===== config.mk =====
export PLATFORM = sky130hd
export DESIGN_NAME = dram_refresh_sched
export DESIGN_NICKNAME = d
export VERILOG_FILES = /design/src/rtl/dram_ref_pkg.sv /design/src/rtl/dram_ref_bringup.sv /design/src/rtl/dram_ref_timer.sv /design/src/rtl/dram_ref_seq.sv /design/src/rtl/dram_refresh_sched.sv
export SDC_FILE = /design/constraint.sdc
export NUM_CORES = 1
export LEC_CHECK = 0
export BUFFER_PORTS_ARGS = -buffer_cell sky130_fd_sc_hd__buf_2
export CAP_MARGIN = 15
export CORE_MARGIN = 2
export CORE_UTILIZATION = 40
export DETAILED_ROUTE_END_ITERATION = 7
export PLACE_DENSITY = 0.53
export RECOVER_POWER = 50
export SLEW_MARGIN = 30
export SYNTH_ARGS = -nofsm -noshare
export SYNTH_HDL_FRONTEND = slang
export SYNTH_HIERARCHICAL = 1
export SYNTH_SLANG_ARGS = --single-unit

===== constraint.sdc =====
create_clock -name clk -period 4 [get_ports clk]
set_input_delay 0.4 -clock clk [delete_from_list [all_inputs] [get_ports clk]]
set_output_delay 0.4 -clock clk [all_outputs]
set_load 0.03 [all_outputs]

===== src/rtl/dram_ref_pkg.sv =====
package dram_ref_pkg;

  typedef enum logic [2:0] {
    SQ_IDLE,
    SQ_CSR,
    SQ_ACT,
    SQ_RPC,
    SQ_PRE
  } seq_state_e;

  typedef enum logic [1:0] {
    PH_WAIT,
    PH_INIT,
    PH_RUN
  } phase_e;

  // nanoseconds to whole cycles, rounded up, never below one
  function automatic int ns2cyc(input int ns, input int clk_ns);
    int c;
    c = (ns + clk_ns - 1) / clk_ns;
    return (c < 1) ? 1 : c;
  endfunction

endpackage


===== src/rtl/dram_ref_bringup.sv =====
module dram_ref_bringup
  import dram_ref_pkg::*;
#(
  parameter int PWRUP_CYC = 10000,
  parameter int INIT_REFS = 8
) (
  input  logic clk,
  input  logic rst_n,
  input  logic seq_idle,
  input  logic seq_fin,
  output logic init_start,
  output logic ready
);
  localparam int PW = $clog2(PWRUP_CYC + 1);
  localparam int IW = $clog2(INIT_REFS + 1);

  phase_e        ph;
  logic [PW-1:0] wcnt;
  logic [IW-1:0] icnt;

  always_ff @(posedge clk) begin
    if (!rst_n) begin
      ph   <= PH_WAIT;
      wcnt <= PW'(PWRUP_CYC - 1);
      icnt <= '0;
    end else begin
      case (ph)
        PH_WAIT: begin
          if (wcnt == '0) ph <= PH_INIT;
          else            wcnt <= wcnt - PW'(1);
        end
        PH_INIT: begin
          if (seq_fin) begin
            if (icnt == IW'(INIT_REFS - 1)) ph <= PH_RUN;
            else                            icnt <= icnt + IW'(1);
          end
        end
        PH_RUN:  ph <= PH_RUN;
        default: ph <= PH_WAIT;
      endcase
    end
  end

  assign ready      = (ph == PH_RUN);
  assign init_start = (ph == PH_INIT) && seq_idle;

  // once the memory is declared usable it stays usable
  a_r2_ready_sticky: assert property (@(posedge clk) disable iff (!rst_n)
    ready |=> ready);

endmodule


===== src/rtl/dram_ref_timer.sv =====
module dram_ref_timer #(
  parameter int INTERVAL = 780,
  parameter int OWED_W   = 2
) (
  input  logic clk,
  input  logic rst_n,
  input  logic en,
  input  logic take,
  output logic pending
);
  localparam int TW = $clog2(INTERVAL + 1);
  localparam logic [OWED_W-1:0] OMAX = '1;

  logic [TW-1:0]     cnt;
  logic [OWED_W-1:0] owed;
  logic              tick;

  assign tick = en && (cnt == '0);

  always_ff @(posedge clk) begin
    if (!rst_n) begin
      cnt  <= TW'(INTERVAL - 1);
      owed <= '0;
    end else begin
      if (!en || tick) cnt <= TW'(INTERVAL - 1);
      else             cnt <= cnt - TW'(1);
      case ({tick, take})
        2'b10:   if (owed != OMAX) owed <= owed + OWED_W'(1);
        2'b01:   owed <= owed - OWED_W'(1);
        default: owed <= owed;
      endcase
    end
  end

  assign pending = (owed != '0);

  // a refresh is only taken while one is owed
  a_r9_take_needs_debt: assert property (@(posedge clk) disable iff (!rst_n)
    take |-> pending);

endmodule


===== src/rtl/dram_ref_seq.sv =====
module dram_ref_seq
  import dram_ref_pkg::*;
#(
  parameter int CSR_C   = 1,
  parameter int ACT_C   = 3,
  parameter int RPC_C   = 1,
  parameter int PRE_C   = 1
) (
  input  logic clk,
  input  logic rst_n,
  input  logic start,
  output logic idle,
  output logic fin,
  output logic ras_n,
  output logic cas_n
);
  localparam int M1   = (CSR_C > ACT_C) ? CSR_C : ACT_C;
  localparam int M2   = (RPC_C > PRE_C) ? RPC_C : PRE_C;
  localparam int MAXL = (M1 > M2) ? M1 : M2;
  localparam int SW   = $clog2(MAXL + 1);

  seq_state_e    st;
  logic [SW-1:0] cnt;

  always_ff @(posedge clk) begin
    if (!rst_n) begin
      st  <= SQ_IDLE;
      cnt <= '0;
    end else begin
      case (st)
        SQ_IDLE: if (start) begin
          st  <= SQ_CSR;
          cnt <= SW'(CSR_C - 1);
        end
        SQ_CSR: if (cnt == '0) begin
          st  <= SQ_ACT;
          cnt <= SW'(ACT_C - 1);
        end else cnt <= cnt - SW'(1);
        SQ_ACT: if (cnt == '0) begin
          st  <= SQ_RPC;
          cnt <= SW'(RPC_C - 1);
        end else cnt <= cnt - SW'(1);
        SQ_RPC: if (cnt == '0) begin
          st  <= SQ_PRE;
          cnt <= SW'(PRE_C - 1);
        end else cnt <= cnt - SW'(1);
        SQ_PRE: if (cnt == '0) st <= SQ_IDLE;
                else           cnt <= cnt - SW'(1);
        default: st <= SQ_IDLE;
      endcase
    end
  end

  assign idle  = (st == SQ_IDLE);
  assign fin   = (st == SQ_PRE) && (cnt == '0);
  assign ras_n = (st != SQ_ACT);
  assign cas_n = !((st == SQ_CSR) || (st == SQ_ACT) || (st == SQ_RPC));

  // column strobes already low in the cycle before the row strobe falls
  a_r3_cas_before_ras: assert property (@(posedge clk) disable iff (!rst_n)
    $fell(ras_n) |-> (!cas_n && $past(!cas_n)));
  // column strobes release only after the row strobe is back high
  a_r5_cas_after_ras: assert property (@(posedge clk) disable iff (!rst_n)
    $rose(cas_n) |-> $past(ras_n));
  // row strobe never pulses high for a single cycle
  a_r5_ras_precharge: assert property (@(posedge clk) disable iff (!rst_n)
    $rose(ras_n) |=> ras_n);
  // a new sequence is launched only from idle
  a_r8_start_from_idle: assert property (@(posedge clk) disable iff (!rst_n)
    start |-> idle);

endmodule


===== src/rtl/dram_refresh_sched.sv =====
module dram_refresh_sched
  import dram_ref_pkg::*;
#(
  parameter int CLK_NS     = 20,
  parameter int PWRUP_NS   = 200000,
  parameter int REF_INT_NS = 15600,
  parameter int T_CSR_NS   = 5,
  parameter int T_CHR_NS   = 10,
  parameter int T_RAS_NS   = 50,
  parameter int T_RP_NS    = 30,
  parameter int T_RPC_NS   = 5,
  parameter int INIT_REFS  = 8,
  parameter int OWED_W     = 2
) (
  input  logic clk,
  input  logic rst_n,
  output logic ref_req,
  input  logic ref_grant,
  output logic ref_done,
  output logic ras_n,
  output logic lcas_n,
  output logic ucas_n,
  output logic init_ready
);
  localparam int PWRUP_C = ns2cyc(PWRUP_NS, CLK_NS);
  localparam int INT_C   = ns2cyc(REF_INT_NS, CLK_NS);
  localparam int CSR_C   = ns2cyc(T_CSR_NS, CLK_NS);
  localparam int CHR_C   = ns2cyc(T_CHR_NS, CLK_NS);
  localparam int RAS_C   = ns2cyc(T_RAS_NS, CLK_NS);
  localparam int RP_C    = ns2cyc(T_RP_NS, CLK_NS);
  localparam int RPC_C   = ns2cyc(T_RPC_NS, CLK_NS);
  localparam int ACT_C   = (RAS_C > CHR_C) ? RAS_C : CHR_C;
  localparam int PRE_C   = (RP_C > RPC_C) ? (RP_C - RPC_C) : 1;

  logic seq_idle, seq_fin, seq_start, init_start, pending, take, cas_n;

  assign take      = ref_req && ref_grant;
  assign seq_start = init_start || take;

  dram_ref_bringup #(.PWRUP_CYC(PWRUP_C), .INIT_REFS(INIT_REFS)) u_bringup (
    .clk(clk), .rst_n(rst_n), .seq_idle(seq_idle), .seq_fin(seq_fin),
    .init_start(init_start), .ready(init_ready)
  );

  dram_ref_timer #(.INTERVAL(INT_C), .OWED_W(OWED_W)) u_timer (
    .clk(clk), .rst_n(rst_n), .en(init_ready), .take(take), .pending(pending)
  );

  dram_ref_seq #(.CSR_C(CSR_C), .ACT_C(ACT_C), .RPC_C(RPC_C), .PRE_C(PRE_C)) u_seq (
    .clk(clk), .rst_n(rst_n), .start(seq_start), .idle(seq_idle), .fin(seq_fin),
    .ras_n(ras_n), .cas_n(cas_n)
  );

  assign ref_req  = init_ready && pending && seq_idle;
  assign ref_done = init_ready && seq_fin;
  assign lcas_n   = cas_n;
  assign ucas_n   = cas_n;

  // no request before bring-up has finished
  a_r2_req_after_ready: assert property (@(posedge clk) disable iff (!rst_n)
    ref_req |-> init_ready);
  // a raised request waits for its grant
  a_r7_req_held: assert property (@(posedge clk) disable iff (!rst_n)
    (ref_req && !ref_grant) |=> ref_req);
  // done is a single-cycle pulse
  a_r8_done_single: assert property (@(posedge clk) disable iff (!rst_n)
    ref_done |=> !ref_done);
  // done only with every strobe released
  a_r8_done_idle_strobes: assert property (@(posedge clk) disable iff (!rst_n)
    ref_done |-> (ras_n && lcas_n && ucas_n));

endmodule


==> Word level (Yosys, flattened, before mapping) <==
Cells that the tools add are included.
Widths: inputs -> output; s select.
{ "classes": {"mux": 17, "n_bitwise": 3, "n_addsub": 6, "n_reduce_logical": 29, "eq_ne": 21} }
{ "ops": {"columns": ["operator", "count"], "rows": [
  ["$mux 2", 8],
  ["$ne 2x1->1 const B", 8],
  ["$mux 3", 5],
  ["$pmux 3 s5", 1],
  ["$logic_not 14->1", 1],
  ["$sub 14x1->14 const B", 1],
  ["$logic_not 10->1", 1],
  ["$sub 10x1->10 const B", 1],
  ["$reduce_and 3->1", 3],
  ["$pmux 2 s4", 1],
  ["$logic_and 1x1->1", 7],
  ["$eq 3x2->1 const B", 2],
  ["$ne 2x2->1 const B", 3],
  ["$pmux 2 s3", 1],
  ["$reduce_and 5->1", 1],
  ["$add 4x1->4 const B", 1],
  ["$eq 2x1->1 const B", 2],
  ["$eq 2x2->1 const B", 2],
  ["$eq 4x3->1 const B", 1],
  ["$logic_not 2->1", 2],
  ["$logic_or 1x1->1", 4],
  ["$pmux 2 s2", 1],
  ["$reduce_and 2->1", 2],
  ["$reduce_bool 2->1", 2],
  ["other kinds (10)", 15]
]} }
{ "totals": {"ff_bits": 37, "out_inout_bits": 6, "wordCells": 83} }

==> Longest topological paths before layout <==
Gate-level depths: netlist of the first run.
{ "depth": {"word_depth": 7, "ltp_mapped": 7} }

==> Cells and area by module <==
Netlist of the first run, hierarchy kept.
{ "by_module_without_submodules": {"columns": ["mod", "cells_per_inst", "seq_area_each_um2", "n_inst", "area_per_inst_um2"], "rows": [
  ["dram_ref_bringup", 123, 400.4, 1, 1073.5],
  ["dram_ref_timer", 64, 240.2, 1, 561.8],
  ["dram_ref_seq", 45, 100.1, 1, 402.9],
  ["dram_refresh_sched", 5, 0.0, 1, 40.0]
]} }

==> Worst setup path after synthesis of the first run <==
Ideal clock, no wire load.
{ "synth_timing": {"path_kind": "reg-to-output", "from": "register u_seq.st[1]", "to": "output port ucas_n", "arrival_ns": 1.550, "stages_incl_launch_ff": 4, "path_slack_ns": 2.050, "t_required_ns": 3.600, "cell_sequence": "dfxtp_1 buf_6 o21ai_0 buf_4"} }
{ "synth_between": {"elab_chain_len": 4, "word_cells_on_any_way": 6, "classes_between": "eq/ne: 3; reduce/logical: 3"} }
{ "synth_rtl": {"columns": ["element", "line_no", "text"], "rows": [
  ["start, declared", "dram_ref_seq.sv:22", "seq_state_e st;"],
  ["start signal, assigned", "dram_ref_seq.sv:27", "st <= SQ_IDLE;"],
  ["start signal, assigned", "dram_ref_seq.sv:32", "st <= SQ_CSR;"],
  ["start signal, assigned", "dram_ref_seq.sv:36", "st <= SQ_ACT;"],
  ["$eq 3x1->1 / $eq 3x2->1 (equally long branches)", "dram_ref_seq.sv:57", "assign cas_n = !((st == SQ_CSR) || (st == SQ_ACT) || (st == SQ_RPC));"],
  ["$logic_or 1x1->1", "dram_ref_seq.sv:57", null],
  ["$logic_or 1x1->1 (*)", "dram_ref_seq.sv:57", null],
  ["$logic_not 1->1 (*)", "dram_ref_seq.sv:57", null],
  ["end, declared", "dram_refresh_sched.sv:22", "output logic ucas_n,"]
]} }
Mark *: on every way between the ends. The rest lies on a longest branch, timed or not.

==> Worst setup path in the final report of the first run <==
{ "layout_timing": {"from": "register u_bringup.ph[0]", "to": "register u_bringup.wcnt[9]"} }
{ "layout_between": {"elab_chain_len": 2} }
{ "layout_rtl": {"columns": ["element", "line_no", "text"], "rows": [
  ["start, declared", "dram_ref_bringup.sv:17", "phase_e ph;"],
  ["start signal, assigned", "dram_ref_bringup.sv:23", "ph <= PH_WAIT;"],
  ["start signal, assigned", "dram_ref_bringup.sv:29", "if (wcnt == '0) ph <= PH_INIT;"],
  ["start signal, assigned", "dram_ref_bringup.sv:34", "if (icnt == IW'(INIT_REFS - 1)) ph <= PH_RUN;"],
  ["$logic_not 2->1", "dram_ref_bringup.sv:27", "case (ph)"],
  ["$reduce_and 2->1 (no line)", null, null],
  ["end signal, assigned", "dram_ref_bringup.sv:24", "wcnt <= PW'(PWRUP_CYC - 1);"],
  ["end signal, assigned", "dram_ref_bringup.sv:30", "else wcnt <= wcnt - PW'(1);"],
  ["end, declared", "dram_ref_bringup.sv:18", "logic [PW-1:0] wcnt;"]
]} }
No other way between the ends.
A chain may end at the register's enable or synchronous reset.

==> impl_summary.log, run 1 <==
[metrics] switching part of the total power: 24.4%
[metrics] via count of the first global-routing pass: 1453
[metrics] clock root buffer: sky130_fd_sc_hd__clkbuf_8
[metrics] switching pwr: 189 uW
[metrics] Clock power frac: 42.0%
[metrics] Setup Skew: 0.00851 ns
[metrics] run status: finished, final reports clean
[metrics] Max-slew headroom: 52.1%
[metrics] layout-stage area growth over the synthesis result: 8.13%
[metrics] Routed WL: 3.95 mm
[metrics] final RePlAce weighted congestion: 0.772
[metrics] Cell Int Power: 583 uW
[metrics] number of distinct standard cells referenced by the synthesized netlist: 54
[metrics] number of hold violations in the final report: 0
[metrics] total clock buffers created by CTS: 5
[metrics] Min-Delay Path Class: flip-flop to flip-flop
[metrics] number of buffers added for setup after CTS: 0
[metrics] die area: 5790 sq um
[metrics] setup-violating endpoint count in the final report: 0
[metrics] TritonCTS clock tree: yes
[metrics] Clk pin slew, worst setup/hold paths: 0.08 ns
[metrics] final period demand of the worst path: 2.10 ns
[metrics] number of synthesized register bits: 37
[metrics] capturing element type of the critical path: flip-flop
[metrics] count of mapped cells out of synthesis: 237
[metrics] most frequently used flop master after synthesis: sky130_fd_sc_hd__dfxtp_1
[metrics] CTS max path bufs: 2
[metrics] average wire length per cell after detail routing: 12.5 um
[metrics] largest net degree at the start of global routing: 20
[metrics] worst IR drop on VDD: 159 uV
[metrics] number of max-slew violations in the final report: 0
[metrics] Port Buffer Count: 8
[metrics] PostCTS Resize Cnt: 0
[metrics] Most common cell on crit path: sky130_fd_sc_hd__nand3_1
[metrics] sequential fraction of design power: 49.9%
[metrics] commonest non-fill, non-tap cell in the layout: sky130_fd_sc_hd__dfxtp_1
[metrics] post-synthesis instance area: 2080 sq um
[metrics] cell area power density: 344 nW/um^2
[metrics] Core Rows: 26
[metrics] Final Total Pwr: 772 uW
[metrics] asr flop ratio synth: 0%
[metrics] data arrival time of the worst path: 2.32 ns
[metrics] share of power burned in combinational logic: 8.1%
[metrics] Hold Buf Count CTS: 0
[metrics] initial cell density of the core: 41.0%
[metrics] clock sink count: 37
[metrics] CP max stage cell: sky130_fd_sc_hd__or4_2
[metrics] first-pass GRT wire length: 6.71 mm
[metrics] fraction of layout instances using a drive strength above 1: 9.39%
[metrics] mean instance size in the synthesized netlist: 8.77 sq um
[metrics] height of the die: 76.1 um
[metrics] half-perimeter wire length after placement: 2.86 mm
[metrics] type of origin of the critical path: flip-flop
[metrics] remaining antenna violation count: 0
[metrics] DRC violation count after routing: 0
[metrics] initial antenna violation count: 0
[metrics] num ports: 9
[metrics] part of the Yosys area used for sequential elements: 35.6%
[metrics] worst-path cell chain: inv_1, ha_1, nor3b_1, nand3_1, or4_2, nand3_1
[metrics] static leakage power: 0.762 nW
[metrics] setup repair after global routing missed its margin: false
[metrics] total via count after detailed routing: 1677
[metrics] detailed-router iteration count before antenna repair: 6
[metrics] number of enable flip-flop cells after synthesis: 0
[metrics] Setup Total Neg Slack: 0 ns
[metrics] Crit path required time: 4.23 ns
[metrics] global-route usage over all layers: 14.0%
[metrics] detailed router's first-iteration violation count: 48
[metrics] horizontal die dimension: 76.1 um
[metrics] Core Box Area: 5070 sq um
[metrics] Post-Syn Nets: 251
[metrics] Max Clk Rate: 477 MHz
[metrics] CP peak stage delay: 0.56 ns
[metrics] post-route clock period utilization: 52.5%
[metrics] slew at the pin with the worst max-slew slack: 0.713 ns
[metrics] highest-count cells in the layout ignoring fill and taps: sky130_fd_sc_hd__dfxtp_1, sky130_fd_sc_hd__nor2_1, sky130_fd_sc_hd__nand2_1, sky130_fd_sc_hd__inv_1
[metrics] via density per instance: 5.32
[metrics] Filler Cells Inserted: 534
[metrics] Final nets: 258
[metrics] maximum capacitance violations: 0
[metrics] residual overflow from global routing: 0
[metrics] antenna diode count: 0
[metrics] maximum level of the CTS H-tree: 2
[metrics] Critical Setup Path Class: flip-flop to flip-flop
[metrics] clock network latency to the later pin of the worst-skew pair: 0.29 ns
[metrics] maximum fanout along the worst path: 5
[metrics] number of synthesis warnings: 6
[cell families after synthesis]
| logic type | count (synthesis) | share of synthesized area (%) |
|---|---|---|
| AO/OA/AOI/OAI | 51 | 17.0 |
| XOR/XNOR | 11 | 4.64 |
| adder cells (fa/ha/maj) | 11 | 6.62 |
| buffers and inverters | 22 | 5.90 |
| flip-flops | 37 | 35.6 |
| multiplexers | 3 | 1.44 |
| AND/OR/NAND/NOR | 102 | 28.7 |
[routing by layer]
layer,wire length (um),global-route usage (%)
met4,27,4.91
met3,78,2.84
met5,0,0
met2,1800,22.4
met1,2040,19.0
[metrics by stage]
stage | std cells | hold slack, ns | worst slack (ns) | utilization (%) | area (sq um)
2_1_floorplan | 237 | 0.384 | 2.05 | - | 2080
3_3_place_gp | 307 | 0.403 | 1.98 | 42.1 | 2140
3_5_place_dp | 307 | 0.406 | 1.91 | 42.1 | 2140
4_1_cts | 315 | 0.427 | 1.90 | 44.4 | 2250
5_1_grt | 315 | 0.454 | 1.66 | 44.3 | 2250
6_report | 315 | 0.421 | 1.90 | 44.3 | 2250
[cells in the mapped netlist (2+ instances only)]
cell type / number / area (sq um)
sky130_fd_sc_hd__a211oi_1: 2 / 15.0
sky130_fd_sc_hd__a21boi_0: 2 / 15.0
sky130_fd_sc_hd__a21oi_1: 12 / 60.1
sky130_fd_sc_hd__a31oi_1: 3 / 18.8
sky130_fd_sc_hd__and2_1: 3 / 18.8
sky130_fd_sc_hd__and3_1: 3 / 18.8
sky130_fd_sc_hd__and4_1: 2 / 17.5
sky130_fd_sc_hd__buf_4: 3 / 22.5
sky130_fd_sc_hd__buf_6: 2 / 22.5
sky130_fd_sc_hd__dfxtp_1: 37 / 741
sky130_fd_sc_hd__ha_1: 11 / 138
sky130_fd_sc_hd__inv_1: 14 / 52.6
sky130_fd_sc_hd__mux2i_1: 3 / 30.0
sky130_fd_sc_hd__nand2_1: 17 / 63.8
sky130_fd_sc_hd__nand2b_1: 4 / 25.0
sky130_fd_sc_hd__nand3_1: 9 / 45.0
sky130_fd_sc_hd__nand3b_1: 4 / 30.0
sky130_fd_sc_hd__nand4b_1: 3 / 26.3
sky130_fd_sc_hd__nor2_1: 18 / 67.6
sky130_fd_sc_hd__nor3_1: 13 / 65.1
sky130_fd_sc_hd__nor3b_1: 4 / 30.0
sky130_fd_sc_hd__nor4_1: 3 / 18.8
sky130_fd_sc_hd__o21a_1: 2 / 15.0
sky130_fd_sc_hd__o21ai_0: 13 / 65.1
sky130_fd_sc_hd__o31ai_1: 3 / 22.5
sky130_fd_sc_hd__o41a_1: 3 / 33.8
sky130_fd_sc_hd__or3_1: 6 / 37.5
sky130_fd_sc_hd__or4_1: 2 / 15.0
sky130_fd_sc_hd__or4_4: 2 / 22.5
sky130_fd_sc_hd__xnor2_1: 6 / 52.6
sky130_fd_sc_hd__xor2_1: 5 / 43.8
[worst max-delay path, delay by kind of cell, from the launching register on]
family | cells | cell delay (ns)
AND/OR/NAND/NOR | 4 | 1.37
adder cells (fa/ha/maj) | 1 | 0.25
flip-flops | 1 | 0.32
buffers and inverters | 1 | 0.09
[sequential cells by signal (all words and copies together), names as in the netlist]
| register | cells |
|---|---|
| u_seq/cnt | 2 |
| u_timer/owed | 2 |
| u_bringup/ph | 2 |
| u_bringup/wcnt | 14 |
| u_timer/cnt | 10 |
| u_bringup/icnt | 4 |
| u_seq/st | 3 |
[power groups by stage]
stage | combinational [mW] | sequential, mW | clock (mW)
3_3_place_gp | 0.0641 | 0.394 | 0
2_1_floorplan | 0.0590 | 0.388 | 0
3_5_place_dp | 0.0636 | 0.394 | 0
5_1_grt | 0.0697 | 0.387 | 0.351
6_report | 0.0625 | 0.386 | 0.324
4_1_cts | 0.0637 | 0.385 | 0.338
[final cells by class]
| class | count | area, sq um | share of cell area (%) |
|---|---|---|---|
| multi-input combinational | 178 | 1210 | 54.1 |
| sequential | 37 | 741 | 33.0 |
| clock inverter | 3 | 46.3 | 2.06 |
| tap | 70 | 87.6 | 3.90 |
| clock buffer | 5 | 68.8 | 3.06 |
| timing repair buffer | 8 | 36.3 | 1.61 |
| inverter | 14 | 52.6 | 2.34 |
[worst paths after layout]
path	end	cells after the start	from	slack, ns
min reg2reg	u_timer/cnt[0]	1	u_timer/cnt[0]	0.42
max reg2reg	u_bringup/wcnt[9]	6	u_bringup/ph[0]	1.90
min	u_timer/cnt[0]	1	u_timer/cnt[0]	0.42
max	u_bringup/wcnt[9]	6	u_bringup/ph[0]	1.90
(Power assumes the default switching activity.)
==> inputs of run 2 (changes only) <==
--- a/config.mk
+++ b/config.mk
@@ -5,6 +5,7 @@
 export SDC_FILE = /design/constraint.sdc
 export NUM_CORES = 1
 export LEC_CHECK = 0
+export ABC_AREA = 1
 export BUFFER_PORTS_ARGS = -buffer_cell sky130_fd_sc_hd__buf_2
 export CAP_MARGIN = 15
 export CORE_MARGIN = 2
==> constraint.sdc (replaced) <==
create_clock -name clk -period 2 [get_ports clk]
set_input_delay 0.2 -clock clk [delete_from_list [all_inputs] [get_ports clk]]
set_output_delay 0.2 -clock clk [all_outputs]
set_load 0.03 [all_outputs]
==> run 2 against run 1 <==
Effect of this change:
- final area rose by 9.8%
- first-iteration DRC count rose by 85%
- core utilization up 0.53 points
- flip-flop and latch count stayed put
==> impl_summary.log, run 2 <==
[metrics] post-route clock period utilization: 90.0%
[metrics] detailed router's first-iteration violation count: 89 (was 48)
[metrics] Crit path required time: 1.80 ns (was 4.23 ns)
[metrics] Final nets: 359 (was 258)
[metrics] total clock buffers created by CTS: 5 (unchanged)
[metrics] cell area power density: 978 nW/um^2 (was 344 nW/um^2)
[metrics] remaining antenna violation count: 0 (unchanged)
[metrics] asr flop ratio synth: 0% (unchanged)
[metrics] residual overflow from global routing: 0 (unchanged)
[metrics] Hold Crit Endpoint: u_timer/owed[0] (was u_timer/cnt[0])
[metrics] number of synthesis warnings: 6 (unchanged)
[metrics] capturing element type of the critical path: primary output (was flip-flop)
[metrics] post-synthesis instance area: 2270 sq um (was 2080 sq um)
[metrics] slew at the pin with the worst max-slew slack: 0.755 ns (was 0.713 ns)
[metrics] launch point of the worst reg-to-reg path: u_bringup/wcnt[0] (was u_bringup/ph[0])
[metrics] maximum capacitance violations: 0 (unchanged)
[metrics] initial antenna violation count: 0 (unchanged)
[metrics] final period demand of the worst path: 1.80 ns
[metrics] endpoint of the lowest-slack register-to-register path: u_bringup/wcnt[8] (was u_bringup/wcnt[9])
[metrics] layout-stage area growth over the synthesis result: 8.47% (was 8.13%)
[metrics] type of origin of the critical path: flip-flop (unchanged)
[metrics] die area: 6310 sq um (was 5790 sq um)
[metrics] CTS max path bufs: 2 (unchanged)
[metrics] fraction of layout instances using a drive strength above 1: 14.7% (was 9.39%)
[metrics] max FFs per register: 14 (unchanged)
[metrics] run status: finished, final reports clean (unchanged)
[metrics] largest registers: u_bringup/wcnt x14, u_timer/cnt x10, u_bringup/icnt x4 (unchanged)
[metrics] Max Clk Rate: 556 MHz
[metrics] total via count after detailed routing: 1898 (was 1677)
[metrics] number of synthesized register bits: 37 (unchanged)
[metrics] maximum level of the CTS H-tree: 2 (unchanged)
[metrics] Setup Total Neg Slack: 0 ns (unchanged)
[metrics] Hold Buf Count CTS: 0 (unchanged)
[metrics] worst IR drop on VDD: 722 uV (was 159 uV)
[metrics] setup-violating endpoint count in the final report: 0 (unchanged)
[metrics] Port Buffer Count: 8 (unchanged)
[metrics] half-perimeter wire length after placement: 3.21 mm (was 2.86 mm)
[metrics] number of enable flip-flop cells after synthesis: 0 (unchanged)
[metrics] Synth area leader: sky130_fd_sc_hd__dfxtp_1 (unchanged)
[metrics] average wire length per cell after detail routing: 9.95 um (was 12.5 um)
[metrics] clock network latency to the later pin of the worst-skew pair: 0.28 ns (was 0.29 ns)
[metrics] initial cell density of the core: 41.3% (was 41.0%)
[metrics] top cells by area, synth: sky130_fd_sc_hd__dfxtp_1, sky130_fd_sc_hd__nand2_1, sky130_fd_sc_hd__nor2_1, sky130_fd_sc_hd__nand3_1, sky130_fd_sc_hd__inv_1 (was sky130_fd_sc_hd__dfxtp_1, sky130_fd_sc_hd__ha_1, sky130_fd_sc_hd__nor2_1, sky130_fd_sc_hd__nor3_1, sky130_fd_sc_hd__o21ai_0)
[metrics] global-route usage over all layers: 15.5% (was 14.0%)
[metrics] clock sink count: 37 (unchanged)
[metrics] CP max stage cell: sky130_fd_sc_hd__dfxtp_1 (was sky130_fd_sc_hd__or4_2)
[metrics] Core Rows: 27 (was 26)
[metrics] detailed-router iteration count before antenna repair: 4 (was 6)
[metrics] number of hold violations in the final report: 0 (unchanged)
[metrics] Routed WL: 4.16 mm (was 3.95 mm)
[metrics] largest net degree at the start of global routing: 20 (unchanged)
[metrics] Worst setup startpoint: u_seq/cnt[0] (was u_bringup/ph[0])
[metrics] CP peak stage delay: 0.33 ns (was 0.56 ns)
[metrics] via density per instance: 4.54 (was 5.32)
[metrics] Hold Startpoint: rst_n (was u_timer/cnt[0])
[metrics] horizontal die dimension: 79.4 um (was 76.1 um)
[metrics] most frequently used flop master after synthesis: sky130_fd_sc_hd__dfxtp_1 (unchanged)
[metrics] most common cell in the synthesized netlist: sky130_fd_sc_hd__nand2_1 (was sky130_fd_sc_hd__dfxtp_1)
[metrics] final setup margin: 0.201 ns (was 1.90 ns)
[metrics] Setup Skew: 0.00749 ns (was 0.00851 ns)
[metrics] worst-path cell chain: inv_1, ha_1, inv_1, nor3_2, buf_4, nand2_1, inv_1, buf_2 (was inv_1, ha_1, nor3b_1, nand3_1, or4_2, nand3_1)
[metrics] Clk pin slew, worst setup/hold paths: 0.08 ns (about the same)
[metrics] setup repair after global routing missed its margin: false (unchanged)
[metrics] Post-Syn Nets: 345 (was 251)
[metrics] commonest non-fill, non-tap cell in the layout: sky130_fd_sc_hd__nand2_1 (was sky130_fd_sc_hd__dfxtp_1)
[metrics] maximum fanout along the worst path: 4 (was 5)
[metrics] placement-stage worst setup slack: 0.363 ns (was 1.91 ns)
[metrics] antenna diode count: 0 (unchanged)
[metrics] data arrival time of the worst path: 1.60 ns (was 2.32 ns)
[metrics] static leakage power: 1.17 nW (was 0.762 nW)
[metrics] TritonCTS clock tree: yes (unchanged)
[metrics] Min-Delay Path Class: input port to flip-flop (was flip-flop to flip-flop)
[metrics] part of the Yosys area used for sequential elements: 32.6% (was 35.6%)
[metrics] R2R cell count: 9 (was 6)
[metrics] cell depth of the worst hold path: 3 (was 1)
[metrics] Max-slew headroom: 49.5% (was 52.1%)
[metrics] Critical Setup Path Class: flip-flop to primary output (was flip-flop to flip-flop)
[metrics] R2R setup slack: 0.25 ns (was 1.90 ns)
[metrics] mean instance size in the synthesized netlist: 6.87 sq um (was 8.77 sq um)
[metrics] proportion of netlist area held by the largest area contributor: 32.6% (was 35.6%)
[metrics] via count of the first global-routing pass: 1826 (was 1453)
[metrics] top cells by count, synth: sky130_fd_sc_hd__nand2_1, sky130_fd_sc_hd__nor2_1, sky130_fd_sc_hd__inv_1 (was sky130_fd_sc_hd__dfxtp_1, sky130_fd_sc_hd__nor2_1, sky130_fd_sc_hd__nand2_1)
[metrics] num ports: 9 (unchanged)
[metrics] highest-count cells in the layout ignoring fill and taps: sky130_fd_sc_hd__nand2_1, sky130_fd_sc_hd__nor2_1, sky130_fd_sc_hd__inv_1, sky130_fd_sc_hd__dfxtp_1, sky130_fd_sc_hd__nand3_1 (was sky130_fd_sc_hd__dfxtp_1, sky130_fd_sc_hd__nor2_1, sky130_fd_sc_hd__nand2_1, sky130_fd_sc_hd__inv_1)
[metrics] final RePlAce weighted congestion: 0.834 (was 0.772)
[metrics] number of max-slew violations in the final report: 0 (unchanged)
[metrics] number of distinct standard cells referenced by the synthesized netlist: 32 (was 54)
[metrics] Most common cell on crit path: sky130_fd_sc_hd__inv_1 (was sky130_fd_sc_hd__nand3_1)
[metrics] count of mapped cells out of synthesis: 331 (was 237)
[metrics] clock root buffer: sky130_fd_sc_hd__clkbuf_8 (unchanged)
[metrics] register bank with the most flops: u_bringup/wcnt (unchanged)
[metrics] first-pass GRT wire length: 7.80 mm (was 6.71 mm)
[metrics] height of the die: 79.4 um (was 76.1 um)
[metrics] Core Box Area: 5510 sq um (was 5070 sq um)
[metrics] DRC violation count after routing: 0 (unchanged)
## run 2: logic make-up (layout without fill, tap and decap cells)
family	after synthesis	in the layout	synth area share (%)
and+or+nand+nor	191	191	40.8
adders and majority gates	11	11	6.05
AOI/OAI and AO/OA	30	30	7.59
buffers and inverters	54	69	9.90
xor gates and xnor gates	8	8	3.08
DFF	37	37	32.6
## run 2: area by class of cell
type                    count  area, sq um
clock buffers               5         68.8
clock inverters             3         46.3
fillers                   580         3040
inverters                  50          188
multi-input cells         240         1270
flip-flops and latches     37          741
well taps                  72         90.1
repair buffers             11         60.1
## run 2: how the worst max path moves through the flow
stage,slack [ns],cells past startpoint,end
floorplan,0.38,8,u_timer/owed[0]
global placement,0.35,9,u_bringup/ph[0]
detailed placement,0.36,9,u_bringup/ph[0]
CTS,0.12,8,ref_done
global route,0.05,6,u_timer/cnt[3]
finish,0.20,8,ref_done
## run 2: what timing repair did
action,in CTS,in global routing
setup endpoints to repair,0,1
setup buffers,0,0
resized for setup,0,1
## run 2: through the flow
stage | hold slack [ns] | power (mW) | std cells | area (sq um) | utilization, %
finish | 0.215 | 2.41 | 418 | 2470 | 44.8
global route | 0.228 | 2.62 | 418 | 2470 | 44.8
CTS | 0.211 | 2.46 | 418 | 2500 | 45.5
detailed placement | 0.392 | 1.79 | 410 | 2390 | 43.4
global placement | 0.387 | 1.80 | 410 | 2390 | 43.4
floorplan | 0.320 | 1.65 | 331 | 2270 | -
## run 2: report_power, final
part / internal [mW] / switching, mW
clock network: 0.373 / 0.284
logic: 0.270 / 0.566
registers: 0.824 / 0.0946
total: 1.47 / 0.945
## run 2: critical path, delay by kind of cell (launching register included)
family | cells | cell delay [ns]
fa+ha+maj | 1 | 0.16
buf+inv | 5 | 0.57
flops | 1 | 0.33
simple gates | 2 | 0.24
## run 2: metal layers
layer	track usage, %	part of all wire, %	routed length (um)	up-vias
li1	-	-	-	1065
met1	21.1	54	2230	819
met2	24.3	43	1800	10
met3	3.62	2.1	86	4
met4	4.66	1.1	45	0
met5	0	0	0	-
==> inputs of run 3 (changes only) <==
==> constraint.sdc (replaced) <==
create_clock -name clk -period 1.95 [get_ports clk]
set_input_delay 0.195 -clock clk [delete_from_list [all_inputs] [get_ports clk]]
set_output_delay 0.195 -clock clk [all_outputs]
set_load 0.03 [all_outputs]
==> run 3 against run 2 <==
Effect of this change:
- clock-buffer cell count is 2 higher
- total power shrank 2.6%
- via count increased by 0.79%
- register-to-register slack about the same
- sequential share of layout area grew 0.42 points
- clock power is 17% lower
- final area shrank 1.4%
- core utilization decreased by 0.61 points
- non-clock buffer count did not move
- critical endpoint unchanged
- largest cell class unchanged
- highest routed layer unchanged
==> impl_summary.log, run 3 (same netlist as run 2, synthesis figures left out) <==
[metrics] run status: finished, final reports clean (unchanged)
[metrics] die area: 6310 sq um (unchanged)
[metrics] num ports: 9 (unchanged)
[metrics] clock sink count: 37 (unchanged)
[metrics] number of hold violations in the final report: 0 (unchanged)
[metrics] total via count after detailed routing: 1913 (was 1898)
[metrics] remaining antenna violation count: 0 (unchanged)
[metrics] number of buffers added for setup after CTS: 0 (unchanged)
[metrics] Min-Delay Path Class: input port to flip-flop (unchanged)
[metrics] R2R setup slack: 0.24 ns (was 0.25 ns)
[metrics] antenna diode count: 0 (unchanged)
[metrics] height of the die: 79.4 um (unchanged)
[metrics] worst IR drop on VDD: 796 uV (was 722 uV)
[metrics] maximum capacitance violations: 0 (unchanged)
[metrics] capturing element type of the critical path: primary output (unchanged)
[metrics] highest-count cells in the layout ignoring fill and taps: sky130_fd_sc_hd__nand2_1, sky130_fd_sc_hd__nor2_1, sky130_fd_sc_hd__inv_1, sky130_fd_sc_hd__dfxtp_1, sky130_fd_sc_hd__nand3_1 (unchanged)
[metrics] top cell family by delay on the critical path: buffers and inverters (unchanged)
[metrics] PostCTS Resize Cnt: 0 (unchanged)
[metrics] global-route usage over all layers: 15.3% (was 15.5%)
[metrics] horizontal die dimension: 79.4 um (unchanged)
[metrics] final RePlAce weighted congestion: 0.842 (was 0.834)
[metrics] Clk pin slew, worst setup/hold paths: 0.07 ns (was 0.08 ns)
[metrics] Port Buffer Count: 8 (unchanged)
[metrics] initial cell density of the core: 41.3% (unchanged)
[metrics] hold_ws: 0.213 ns (was 0.215 ns)
[metrics] Core Rows: 27 (unchanged)
[metrics] share of the core filled with cells: 44.2% (was 44.8%)
[metrics] CTS max path bufs: 2 (unchanged)
[metrics] initial antenna violation count: 0 (unchanged)
[metrics] maximum fanout along the worst path: 4 (unchanged)
[metrics] Filler Cells Inserted: 598 (was 580)
[metrics] maximum level of the CTS H-tree: 2 (unchanged)
[metrics] CP max stage cell: sky130_fd_sc_hd__dfxtp_1 (unchanged)
[metrics] CP peak stage delay: 0.35 ns (was 0.33 ns)
[metrics] detailed-router iteration count before antenna repair: 6 (was 4)
[metrics] commonest non-fill, non-tap cell in the layout: sky130_fd_sc_hd__nand2_1 (unchanged)
[metrics] Most common cell on crit path: sky130_fd_sc_hd__inv_1 (unchanged)
[metrics] Final nets: 359 (unchanged)
[metrics] Critical Setup Path Class: flip-flop to primary output (unchanged)
[metrics] worst-path cell chain: inv_1, ha_1, inv_1, nor3_2, buf_4, nand2_1, inv_1, buf_2 (unchanged)
[metrics] setup-violating endpoint count in the final report: 0 (unchanged)
[metrics] cell area power density: 966 nW/um^2 (was 978 nW/um^2)
[metrics] post-route clock period utilization: 90.3%
[metrics] R2R cell count: 9 (unchanged)
[metrics] TritonCTS clock tree: yes (unchanged)
[metrics] type of origin of the critical path: flip-flop (unchanged)
[metrics] static leakage power: 1.16 nW (was 1.17 nW)
[metrics] half-perimeter wire length after placement: 3.14 mm (was 3.21 mm)
[metrics] Crit path required time: 1.75 ns (was 1.80 ns)
[metrics] non-filler instance count after layout: 417 (was 418)
[metrics] Core Box Area: 5510 sq um (unchanged)
[metrics] largest net degree at the start of global routing: 20 (unchanged)
[metrics] first-pass GRT wire length: 7.76 mm (was 7.80 mm)
[metrics] average wire length per cell after detail routing: 9.98 um (was 9.95 um)
[metrics] Max-slew headroom: 52.3% (was 49.5%)
[metrics] DRC violation count after routing: 0 (unchanged)
[metrics] via density per instance: 4.59 (was 4.54)
[metrics] fraction of layout instances using a drive strength above 1: 14.5% (was 14.7%)
[metrics] via count of the first global-routing pass: 1768 (was 1826)
[metrics] register bank with the most flops: u_bringup/wcnt (unchanged)
[metrics] final period demand of the worst path: 1.76 ns
[metrics] largest registers: u_bringup/wcnt x14, u_timer/cnt x10, u_bringup/icnt x4 (unchanged)
[metrics] Hold Buf Count CTS: 0 (unchanged)
[metrics] total clock buffers created by CTS: 5 (unchanged)
[metrics] cell depth of the worst hold path: 3 (unchanged)
[metrics] data arrival time of the worst path: 1.57 ns (was 1.60 ns)
[metrics] max FFs per register: 14 (unchanged)
[metrics] Cell Count Post-Placement: 410 (unchanged)
[metrics] number of max-slew violations in the final report: 0 (unchanged)
[metrics] residual overflow from global routing: 0 (unchanged)
[metrics] Routed WL: 4.16 mm (about the same)
[metrics] detailed router's first-iteration violation count: 53 (was 89)
[metrics] Setup Skew: 0.00853 ns (was 0.00749 ns)
[metrics] Final Total Pwr: 2.35 mW (was 2.41 mW)
[metrics] Max Clk Rate: 568 MHz
[metrics] clock root buffer: sky130_fd_sc_hd__clkbuf_8 (unchanged)
[metrics] slew at the pin with the worst max-slew slack: 0.712 ns (was 0.755 ns)
[metrics] clock network latency to the later pin of the worst-skew pair: 0.29 ns (was 0.28 ns)
[metrics] layout-stage area growth over the synthesis result: 6.99% (was 8.47%)
[metrics] crit path buf inv count: 5 (unchanged)
[metrics] depth of the critical timing path with buffers and inverters included: 8 (unchanged)
run 3: cell count changes in the layout (fill, tap and decap cells not counted):
cell | previous run | this run
sky130_fd_sc_hd__bufinv_16 | 1 | 0
sky130_fd_sc_hd__clkbuf_1 | 2 | 3
sky130_fd_sc_hd__clkbuf_8 | 5 | 6
sky130_fd_sc_hd__clkinv_4 | 1 | 0
sky130_fd_sc_hd__clkinvlp_4 | 1 | 0
sky130_fd_sc_hd__inv_1 | 40 | 39
sky130_fd_sc_hd__inv_2 | 9 | 10
sky130_fd_sc_hd__nand2_1 | 89 | 88
sky130_fd_sc_hd__nand2_2 | 4 | 5
sky130_fd_sc_hd__nor2_1 | 45 | 46
sky130_fd_sc_hd__nor2_4 | 4 | 3
run 3: layout make-up:
type | instances | area [sq um] | area share (%)
multi-input combinational | 240 | 1270 | 52.1
sequential | 37 | 741 | 30.4
inverter | 50 | 188 | 7.71
tap | 72 | 90.1 | 3.70
clock buffer | 7 | 86.3 | 3.55
timing repair buffer | 11 | 60.1 | 2.47
run 3: through the flow:
step,worst slack [ns],setup TNS (ns),area [sq um]
finish,0.188,0,2430
global route,-0.0109,-0.0109,2430
CTS,0.0502,0,2480
detailed placement,0.317,0,2390
global placement,0.319,0,2390
floorplan,0.328,0,2270
run 3: worst reg2reg max path, delay by kind of cell, from the launching register on:
| kind | cells | cell delay [ns] |
|---|---|---|
| simple gates | 6 | 0.82 |
| flops | 1 | 0.33 |
| fa+ha+maj | 1 | 0.24 |
| buf+inv | 2 | 0.21 |
run 3: final timing paths:
kind                           from           endpoint
hold / removal                rst_n        u_seq/st[1]
setup reg to reg  u_bringup/wcnt[0]  u_bringup/wcnt[2]
setup / recovery       u_seq/cnt[1]           ref_done
hold reg to reg      u_timer/cnt[0]     u_timer/cnt[0]
run 3: power breakdown:
part / internal (mW) / switching [mW] / total (mW)
sequential: 0.846 / 0.0988 / 0.944
combinational: 0.278 / 0.583 / 0.861
clock: 0.281 / 0.264 / 0.545
run 3: routing by layer:
| metal | up-vias | wire length (um) | global-route usage [%] |
|---|---|---|---|
| met1 | 829 | 2200 | 20.6 |
| met3 | 6 | 85 | 3.05 |
| met4 | 0 | 65 | 5.34 |
| met5 | - | 0 | 0 |
| met2 | 17 | 1810 | 24.3 |
| li1 | 1061 | - | - |
